--- src/rtl/xlat_ctrl_pkg.sv ---
package xlat_ctrl_pkg;
  localparam int OFS_BASE   = 'h00;
  localparam int OFS_STATUS = 'h04;
  localparam int OFS_CMD    = 'h08;
  localparam int OFS_FADDR  = 'h0C;
  localparam int OFS_ZLINE  = 'h10;
  localparam int OFS_RAW    = 'h14;
  localparam int OFS_CLEAR  = 'h18;
  localparam int OFS_MASK   = 'h1C;
  localparam int OFS_MSKD   = 'h20;
  localparam int OFS_GATE   = 'h24;

  typedef enum logic [2:0] {
    CMD_PAGE_ON   = 3'd0,
    CMD_PAGE_OFF  = 3'd1,
    CMD_STALL_ON  = 3'd2,
    CMD_STALL_OFF = 3'd3,
    CMD_ZAP_ALL   = 3'd4,
    CMD_FAULT_ACK = 3'd5,
    CMD_HARD_RST  = 3'd6
  } cmdCode_e;

  typedef struct packed {
    logic wrBase;
    logic wrMask;
    logic wrGate;
    logic wrClear;
    logic zapOne;
    logic pageOn;
    logic pageOff;
    logic stallOn;
    logic stallOff;
    logic zapAll;
    logic faultDone;
    logic hardRst;
  } ctlStrobe_t;
endpackage

--- src/rtl/xlat_ctrl_ctl.sv ---
module xlat_ctrl_ctl
  import xlat_ctrl_pkg::*;
#(
  parameter int ADDR_W = 6,
  parameter int DATA_W = 32
) (
  input  logic              busWrEn,
  input  logic [ADDR_W-1:0] busAddr,
  input  logic [DATA_W-1:0] busWrData,
  output ctlStrobe_t        strb
);
  localparam int CODE_W = 3;

  logic cmdWr;
  logic codeInRange;

  assign cmdWr       = busWrEn && (busAddr == ADDR_W'(OFS_CMD));
  assign codeInRange = (busWrData[DATA_W-1:CODE_W] == '0);

  always_comb begin
    strb         = '0;
    strb.wrBase  = busWrEn && (busAddr == ADDR_W'(OFS_BASE));
    strb.wrMask  = busWrEn && (busAddr == ADDR_W'(OFS_MASK));
    strb.wrGate  = busWrEn && (busAddr == ADDR_W'(OFS_GATE));
    strb.wrClear = busWrEn && (busAddr == ADDR_W'(OFS_CLEAR));
    strb.zapOne  = busWrEn && (busAddr == ADDR_W'(OFS_ZLINE));
    if (cmdWr && codeInRange) begin
      case (cmdCode_e'(busWrData[CODE_W-1:0]))
        CMD_PAGE_ON:   strb.pageOn    = 1'b1;
        CMD_PAGE_OFF:  strb.pageOff   = 1'b1;
        CMD_STALL_ON:  strb.stallOn   = 1'b1;
        CMD_STALL_OFF: strb.stallOff  = 1'b1;
        CMD_ZAP_ALL:   strb.zapAll    = 1'b1;
        CMD_FAULT_ACK: strb.faultDone = 1'b1;
        CMD_HARD_RST:  strb.hardRst   = 1'b1;
        default: ;
      endcase
    end
  end
endmodule

--- src/rtl/xlat_ctrl_dp.sv ---
module xlat_ctrl_dp
  import xlat_ctrl_pkg::*;
#(
  parameter int ADDR_W     = 6,
  parameter int DATA_W     = 32,
  parameter int MASTER_W   = 5,
  parameter int PAGE_SHIFT = 12,
  parameter int NUM_IRQ    = 2
) (
  input  logic                clk,
  input  logic                rstN,
  input  ctlStrobe_t          strb,
  input  logic [ADDR_W-1:0]   busAddr,
  input  logic [DATA_W-1:0]   busWrData,
  output logic [DATA_W-1:0]   rdData,
  input  logic                walkBusy,
  input  logic                replayEmpty,
  input  logic                faultPulse,
  input  logic [DATA_W-1:0]   faultAddr,
  input  logic                faultIsWrite,
  input  logic [MASTER_W-1:0] faultMaster,
  input  logic                busErrPulse,
  output logic                irq,
  output logic                pagingOn,
  output logic                stallOn,
  output logic                zapAll,
  output logic                zapLine,
  output logic [DATA_W-1:0]   zapLineAddr,
  output logic [DATA_W-1:0]   gateCfg
);
  localparam int MASTER_LSB = 6;
  localparam logic [DATA_W-1:0] PAGE_KEEP =
    {{(DATA_W-PAGE_SHIFT){1'b1}}, {PAGE_SHIFT{1'b0}}};

  logic [DATA_W-1:0]   baseQ, faultAddrQ, gateQ, zapAddrQ, statusWord;
  logic                pagingEn, stallActive, faultActive, faultWriteQ;
  logic [MASTER_W-1:0] masterQ;
  logic [NUM_IRQ-1:0]  rawIrq, maskQ, evtVec, maskedIrq;
  logic                zapAllQ, zapLineQ;
  logic                faultTake;

  assign faultTake = faultPulse && !faultActive;
  assign evtVec    = NUM_IRQ'({busErrPulse, faultPulse});

  always_ff @(posedge clk or negedge rstN) begin
    if (!rstN) begin
      baseQ <= '0; pagingEn <= 1'b0; stallActive <= 1'b0;
      faultActive <= 1'b0; faultWriteQ <= 1'b0; masterQ <= '0;
      faultAddrQ <= '0; maskQ <= '0; gateQ <= '0;
    end else if (strb.hardRst) begin
      baseQ <= '0; pagingEn <= 1'b0; stallActive <= 1'b0;
      faultActive <= 1'b0; faultWriteQ <= 1'b0; masterQ <= '0;
      faultAddrQ <= '0; maskQ <= '0; gateQ <= '0;
    end else begin
      if (strb.wrBase) baseQ <= busWrData & PAGE_KEEP;
      if (strb.pageOn) pagingEn <= 1'b1;
      else if (strb.pageOff) pagingEn <= 1'b0;
      if (strb.stallOn && pagingEn && !faultActive) stallActive <= 1'b1;
      else if (strb.stallOff) stallActive <= 1'b0;
      if (faultTake) begin
        faultActive <= 1'b1;
        faultAddrQ  <= faultAddr;
        faultWriteQ <= faultIsWrite;
        masterQ     <= faultMaster;
      end else if (strb.faultDone) begin
        faultActive <= 1'b0;
      end
      if (strb.wrMask) maskQ <= busWrData[NUM_IRQ-1:0];
      if (strb.wrGate) gateQ <= busWrData;
    end
  end

  // one pending flop per interrupt cause; a new event beats a clear
  for (genvar i = 0; i < NUM_IRQ; i++) begin : g_pend
    always_ff @(posedge clk or negedge rstN) begin
      if (!rstN) rawIrq[i] <= 1'b0;
      else if (strb.hardRst) rawIrq[i] <= 1'b0;
      else if (evtVec[i]) rawIrq[i] <= 1'b1;
      else if (strb.wrClear && busWrData[i]) rawIrq[i] <= 1'b0;
    end
  end

  always_ff @(posedge clk or negedge rstN) begin
    if (!rstN) begin
      zapAllQ <= 1'b0; zapLineQ <= 1'b0; zapAddrQ <= '0;
    end else begin
      zapAllQ  <= strb.zapAll;
      zapLineQ <= strb.zapOne;
      if (strb.zapOne) zapAddrQ <= busWrData & PAGE_KEEP;
    end
  end

  assign maskedIrq = rawIrq & maskQ;

  always_comb begin
    statusWord = '0;
    statusWord[0] = pagingEn;
    statusWord[1] = faultActive;
    statusWord[2] = stallActive;
    statusWord[3] = !walkBusy && !faultActive;
    statusWord[4] = replayEmpty;
    statusWord[5] = faultWriteQ;
    statusWord[MASTER_LSB +: MASTER_W] = masterQ;
    statusWord[DATA_W-1] = !stallActive;
  end

  always_comb begin
    rdData = '0;
    case (busAddr)
      ADDR_W'(OFS_BASE):   rdData = baseQ;
      ADDR_W'(OFS_STATUS): rdData = statusWord;
      ADDR_W'(OFS_FADDR):  rdData = faultAddrQ;
      ADDR_W'(OFS_RAW):    rdData = DATA_W'(rawIrq);
      ADDR_W'(OFS_MASK):   rdData = DATA_W'(maskQ);
      ADDR_W'(OFS_MSKD):   rdData = DATA_W'(maskedIrq);
      ADDR_W'(OFS_GATE):   rdData = gateQ;
      default:             rdData = '0;
    endcase
  end

  assign irq         = |maskedIrq;
  assign pagingOn    = pagingEn;
  assign stallOn     = stallActive;
  assign zapAll      = zapAllQ;
  assign zapLine     = zapLineQ;
  assign zapLineAddr = zapAddrQ;
  assign gateCfg     = gateQ;

  assert_base_aligned_R2: assert property (@(posedge clk) disable iff (!rstN)
    strb.wrBase |=> baseQ == ($past(busWrData) & PAGE_KEEP));
  assert_paging_on_R3: assert property (@(posedge clk) disable iff (!rstN)
    strb.pageOn |=> pagingEn);
  assert_stall_gate_R4: assert property (@(posedge clk) disable iff (!rstN)
    $rose(stallActive) |-> ($past(pagingEn) && !$past(faultActive)));
  assert_fault_ack_R6: assert property (@(posedge clk) disable iff (!rstN)
    (strb.faultDone && faultActive) |=> !faultActive);
  assert_clear_R8: assert property (@(posedge clk) disable iff (!rstN)
    (strb.wrClear && !faultPulse && !busErrPulse)
      |=> ((rawIrq & $past(busWrData[NUM_IRQ-1:0])) == '0));
  assert_zap_pulse_R9: assert property (@(posedge clk) disable iff (!rstN)
    zapAllQ |=> !zapAllQ || $past(strb.zapAll));
  assert_hard_reset_R10: assert property (@(posedge clk) disable iff (!rstN)
    strb.hardRst |=> (baseQ == '0 && rawIrq == '0 && !pagingEn && !stallActive));
endmodule

--- src/rtl/xlat_ctrl.sv ---
module xlat_ctrl
  import xlat_ctrl_pkg::*;
#(
  parameter int ADDR_W     = 6,
  parameter int DATA_W     = 32,
  parameter int MASTER_W   = 5,
  parameter int PAGE_SHIFT = 12,
  parameter int NUM_IRQ    = 2
) (
  input  logic                clk,
  input  logic                rstN,
  input  logic                busWrEn,
  input  logic [ADDR_W-1:0]   busAddr,
  input  logic [DATA_W-1:0]   busWrData,
  output logic [DATA_W-1:0]   rdData,
  input  logic                walkBusy,
  input  logic                replayEmpty,
  input  logic                faultPulse,
  input  logic [DATA_W-1:0]   faultAddr,
  input  logic                faultIsWrite,
  input  logic [MASTER_W-1:0] faultMaster,
  input  logic                busErrPulse,
  output logic                irq,
  output logic                pagingOn,
  output logic                stallOn,
  output logic                zapAll,
  output logic                zapLine,
  output logic [DATA_W-1:0]   zapLineAddr,
  output logic [DATA_W-1:0]   gateCfg
);
  ctlStrobe_t strb;

  xlat_ctrl_ctl #(.ADDR_W(ADDR_W), .DATA_W(DATA_W)) u_ctl (
    .busWrEn(busWrEn), .busAddr(busAddr), .busWrData(busWrData), .strb(strb)
  );

  xlat_ctrl_dp #(
    .ADDR_W(ADDR_W), .DATA_W(DATA_W), .MASTER_W(MASTER_W),
    .PAGE_SHIFT(PAGE_SHIFT), .NUM_IRQ(NUM_IRQ)
  ) u_dp (
    .clk(clk), .rstN(rstN), .strb(strb), .busAddr(busAddr),
    .busWrData(busWrData), .rdData(rdData), .walkBusy(walkBusy),
    .replayEmpty(replayEmpty), .faultPulse(faultPulse), .faultAddr(faultAddr),
    .faultIsWrite(faultIsWrite), .faultMaster(faultMaster),
    .busErrPulse(busErrPulse), .irq(irq), .pagingOn(pagingOn),
    .stallOn(stallOn), .zapAll(zapAll), .zapLine(zapLine),
    .zapLineAddr(zapLineAddr), .gateCfg(gateCfg)
  );
endmodule

--- config.mk ---
export PLATFORM = sky130hd
export DESIGN_NAME = xlat_ctrl
export DESIGN_NICKNAME = d
export VERILOG_FILES = /design/src/rtl/xlat_ctrl_pkg.sv /design/src/rtl/xlat_ctrl_ctl.sv /design/src/rtl/xlat_ctrl_dp.sv /design/src/rtl/xlat_ctrl.sv
export SDC_FILE = /design/constraint.sdc
export NUM_CORES = 1
export LEC_CHECK = 0
export BUFFER_PORTS_ARGS = -buffer_cell sky130_fd_sc_hd__buf_4
export CORE_ASPECT_RATIO = 1.25
export CORE_MARGIN = 5
export CORE_UTILIZATION = 51
export CTS_CLUSTER_DIAMETER = 40
export DETAILED_ROUTE_END_ITERATION = 8
export GPL_TIMING_DRIVEN = 0
export MAX_ROUTING_LAYER = met4
export PLACE_DENSITY = 0.8
export SLEW_MARGIN = 0
export SYNTH_ARGS = -nofsm -noshare
export SYNTH_HDL_FRONTEND = slang
export SYNTH_HIERARCHICAL = 1
export SYNTH_SLANG_ARGS = --single-unit
export TNS_END_PERCENT = 100
--- constraint.sdc ---
create_clock -name clk -period 1.95 [get_ports clk]
set_input_delay 0.0975 -clock clk [delete_from_list [all_inputs] [get_ports clk]]
set_output_delay 0.0975 -clock clk [all_outputs]
set_load 0.005 [all_outputs]
* After elaboration in Yosys (flattened, before gate mapping)
Cells that the tools add are included.
** Storage, ports and cells
- Bits in registers :: 131
- Input port bits :: 83
** Cells by class
- Equality and inequality tests :: 15
- Muxes and demuxes :: 36
- Bitwise operators :: 1
- Reduce and logical (&&, ||, !) cells :: 29
** Operator list (count)
- $pmux W32 S7 :: 1
- $mux W32 :: 6
- $logic_not A29 Y1 :: 1
- $eq A6 B5 Y1 const B :: 4
- $mux W1 :: 24
- $reduce_bool A3 Y1 :: 5
- $logic_and A1 B1 Y1 :: 13
- $eq A6 B4 Y1 const B :: 2
- $eq A6 B6 Y1 const B :: 2
- $mux W5 :: 2
- $eq A3 B3 Y1 const B :: 3
- $reduce_bool A2 Y1 :: 4
- $mux W7 :: 1
- $eq A3 B2 Y1 const B :: 2
- $eq A6 B3 Y1 const B :: 1
- $logic_not A6 Y1 :: 1
- $mux W2 :: 2
- $eq A3 B1 Y1 const B :: 1
- $logic_not A1 Y1 :: 3
- $logic_not A3 Y1 :: 1
- $and A2 B2 Y2 :: 1
- $reduce_or A2 Y1 :: 1

* Depth between registers and ports, before layout
- Depth after elaboration :: 8
- Depth in mapped cells :: 8

* By module
The synthesis kept the hierarchy.
** By module, submodules not included
- xlat_ctrl_dp :: times used 1, cells each 439, area an instance 5348.9 µm², sequential area each 2977.9 µm²
- xlat_ctrl_ctl :: times used 1, cells each 36, area an instance 266.5 µm², sequential area each 0.0 µm²

* Least setup slack after synthesis
No wires, ideal clock.
- Path type :: input to register
- Start :: in busWrData[15]
- End :: reg u_dp.faultAddrQ[17]
- Setup time :: 121 ps
- Arrival :: 1768 ps
- Path slack :: 61 ps
- Stages on the path :: 8
- Cell sequence :: nor4_2 -> nand4_2 -> nor4_1 -> clkbuf_1 -> a21oi_1 -> clkbuf_1 -> buf_1 -> a22o_1
** RTL lines
- start: declaration :: RTL line xlat_ctrl.sv:14 : input logic [DATA_W-1:0] busWrData,
- end signal: assignment :: RTL line xlat_ctrl_dp.sv:62 : faultAddrQ <= faultAddr;
- end: declaration :: RTL line xlat_ctrl_dp.sv:35 : logic [DATA_W-1:0] baseQ, faultAddrQ, gateQ, zapAddrQ, statusWord;

==> summary.txt <==
Power and ir drop
  – Worst vdd ir: 0.628 mV
  – Lkg Pwr: 0.00416 uW
  – P per Cell Area: 883 nW/um^2

STA
  – Worst Clk Skew: 5.05 ps
  – Final Worst Setup Slack: 74.3 ps
  – Final worst-path cycle share: 96.2%
  – Hold Vio Cnt, Final: 0
  – Tmin final: 1880 ps
  – RSZ-0062 raised after global routing: false
  – Slew HR: 43.0%
  – Max Freq: 0.533 GHz
  – Max-slew violation count: 0
  – Setup violations, final: 0
  – Measured slew at the worst slew-check pin: 855 ps
  – Fin Hold WS: 27.5 ps

Layout
  – Final Cell Area: 8530 sq um
  – Synthesis-to-finish area growth: 51.8%
  – ANT cells: 0
  – Nets: 839
  – Layout cells sized above 1: 38.5%
  – Layout Cells excl Fill: 899
  – Final design utilization: 79.9%

Die
  – Io pins: 184
  – Total Die Area: 13200 sq um
  – Core Region: 10700 sq um
  – Die Y: 127 um
  – Row cnt: 42
  – Horiz. Die Dim: 104 um
  – Initial core utilization: 52.6%

Drt
  – Routed WL: 18900 um
  – Initial DRC count: 391
  – Vias per cell: 5.88
  – DRC Markers: 0
  – DR pass1 iterations: 5
  – Post-route ant nets: 0
  – Via count: 5282
  – DR WL/cell: 21.0 um

Status
  – Status: finished clean

GRT
  – Largest net degree at the start of global routing: 67
  – First-pass GRT wire length: 30600 um
  – Grt total ovfl: 0
  – Vias in the first global route: 5756
  – Gr usage total: 29.8%
  – Initial antenna violation count: 0

Placement
  – Port Buffer Count: 171
  – DP Cell Count: 791
  – Detailed Place HPWL: 12600 um
  – Place WS: -826 ps
  – Placed cell area: 7140 sq um
  – Routability cong.: 0.872

Job
  – Maxcap violations: 0

Clock network
  – Clock Sinks: 119
  – Clk slew on worst S/H paths: 50 ps
  – CTS tree: yes
  – H-tree Lvls: 4
  – Clock Path Buffers: 2
  – Clock root buffer: clkbuf_16
  – TritonCTS buffer count: 17
  – Clk_lat worst skew: 410 ps

Synthesis
  – Yosys reg bits: 119
  – Synthesized area per cell: 11.8 sq um
  – Yosys warnings: 6
  – Mapped Area: 5620 sq um
  – Post-Syn Instances: 475
  – Netlist cell types: 40
  – Sequential share of the synthesized area: 53.0%

Setup path
  – Reg2reg setup slack: 200 ps
  – CP required: 2290 ps
  – Worst setup EP type: flop
  – Critical path's slowest cell: dlygate4sd3_1
  – Crit Path Max Fanout: 10
  – Critical path cell sequence: dlygate4sd3_1, buf_4, nand3b_1, nor4_1, clkbuf_2, nor2_1, clkbuf_1, buf_2, a22o_1
  – Crit path launch type: input port
  – Crit path arrival time: 2210 ps
  – Crit-path max cell delay: 540 ps
  – CP Class: input port to flop

Min path
  – Worst Hold Class: input port to flop
[timing repair]
item	CTS	global route
hold buffers	73	0
endpoints found under the setup margin	42	52
buffers inserted	2	4
hold endpoints to repair	162	0
resized for setup	8	8
pin swaps	2	2
[synth_stat cells, drive strengths merged]
library cell | n | area, sq um
nand3b | 3 | 22.5
nor3b | 2 | 20.0
or3 | 3 | 18.8
a21oi | 6 | 30.0
clkbuf | 24 | 90.1
and3b | 2 | 20.0
or4 | 2 | 18.8
a22o | 40 | 350
nor4b | 4 | 41.3
nand4bb | 1 | 11.3
and3 | 28 | 175
conb | 1 | 3.75
nor2 | 61 | 229
nor3 | 7 | 46.3
and2 | 1 | 6.26
nand3 | 5 | 25.0
a221o | 28 | 304
mux2i | 56 | 561
or3b | 2 | 17.5
and4bb | 2 | 25.0
buf | 23 | 160
nor4 | 15 | 119
mux2 | 20 | 225
nor2b | 1 | 6.26
inv | 2 | 7.51
nand2b | 4 | 25.0
nand2 | 7 | 26.3
o211ai | 2 | 15.0
dfrtp | 119 | 2980
nand4 | 4 | 37.5
[metrics by stage]
| stage | total power [uW] | TNS, ps |
|---|---|---|
| 5_1_grt | 7840 | 0 |
| 4_1_cts | 7530 | 0 |
| 3_5_place_dp | 4420 | -46770 |
| 2_1_floorplan | 3740 | 0 |
| 6_report | 7530 | 0 |
| 3_3_place_gp | 4350 | -42350 |
[critical path, delay by kind of cell]
family | cells | cell delay, ps
simple gates | 3 | 290
compound gates | 1 | 200
buf+inv | 5 | 1610
[layer usage]
layer / track usage, % / routed length (um) / up-vias
li1: - / - / 2322
met1: 34.5 / 7180 / 2645
met4: 11.1 / 501 / 0
met3: 7.11 / 1430 / 50
met2: 50.4 / 9790 / 265
met5: - / 0 / -
[sequential cells by signal, summed over array words and instances, names as in the netlist]
signal            count
u_dp/gateCfg         32
u_dp/zapAll           1
u_dp/rawIrq           2
u_dp/pagingOn         1
u_dp/zapLineAddr     20
u_dp/zapLine          1
u_dp/faultAddrQ      32
u_dp/stallOn          1
u_dp/faultActive      1
u_dp/faultWriteQ      1
u_dp/baseQ           20
u_dp/maskQ            2
u_dp/masterQ          5
[final timing paths]
path | start | end | cells past startpoint
max in group asynchronous | rstN | u_dp/gateCfg[7]$_DFFE_PN0P_ | 3
worst max-delay path | busWrData[2] | u_dp/faultAddrQ[17]$_DFFE_PN0P_ | 9
worst min register to register | u_dp/zapLineAddr[20]$_DFFE_PN0P_ | u_dp/zapLineAddr[20]$_DFFE_PN0P_ | 1
worst min-delay path | busWrData[1] | u_dp/gateCfg[1]$_DFFE_PN0P_ | 3
worst max register to register | u_dp/faultActive$_DFFE_PN0P_ | u_dp/faultAddrQ[17]$_DFFE_PN0P_ | 5
min in group asynchronous | rstN | u_dp/gateCfg[22]$_DFFE_PN0P_ | 2
[cell usage in the layout (no fill, tap or decap), types with 2 or more instances in the layout]
cell,synthesis,layout
a21oi_1,6,6
a221o_1,9,9
a221o_2,19,19
a22o_1,40,40
and3_1,28,28
and3b_2,2,2
and4bb_2,2,2
buf_2,5,9
buf_4,12,187
buf_6,3,4
bufinv_16,0,2
clkbuf_1,24,18
clkbuf_16,0,17
clkbuf_2,0,6
clkbuf_8,0,2
clkinv_2,0,6
clkinvlp_4,0,2
conb_1,1,12
dfrtp_1,119,119
dlygate4sd3_1,0,73
inv_1,2,2
mux2_2,20,20
mux2i_1,56,56
nand2_1,7,7
nand2b_1,4,4
nand3_1,5,5
nand3b_1,3,3
nand4_1,2,2
nand4_2,2,2
nor2_1,61,61
nor3_1,6,5
nor4_1,11,9
nor4_2,4,5
nor4b_1,3,3
o211ai_1,2,2
or3_1,3,3
or3b_2,2,2
[cell type report]
class                           instances  area [sq um]
Tap cell                              132           165
Sequential cell                       119          2980
Buffer                                 46           258
Inverter                                2          7.51
Multi-Input combinational cell        318          2450
Fill cell                             656          2140
Timing Repair Buffer                  252          2110
Clock inverter                         10           105
Clock buffer                           20           457
[cells by family after synthesis]
family | after synthesis | share of synthesized area, %
AND/OR/NAND/NOR | 154 | 15.9
AO/OA/AOI/OAI | 76 | 12.5
other | 1 | 0.0668
flip-flops | 119 | 53.0
buffers and inverters | 49 | 4.59
multiplexers | 76 | 14.0
[power by group]
part	switching [uW]	internal (uW)	leakage, uW
Combinational	517	777	0.00235
Clock	1050	1910	0.000277
Sequential	327	2940	0.00154
Total	1900	5630	0.00416
No activity file was read; power rests on OpenSTA's default activity.
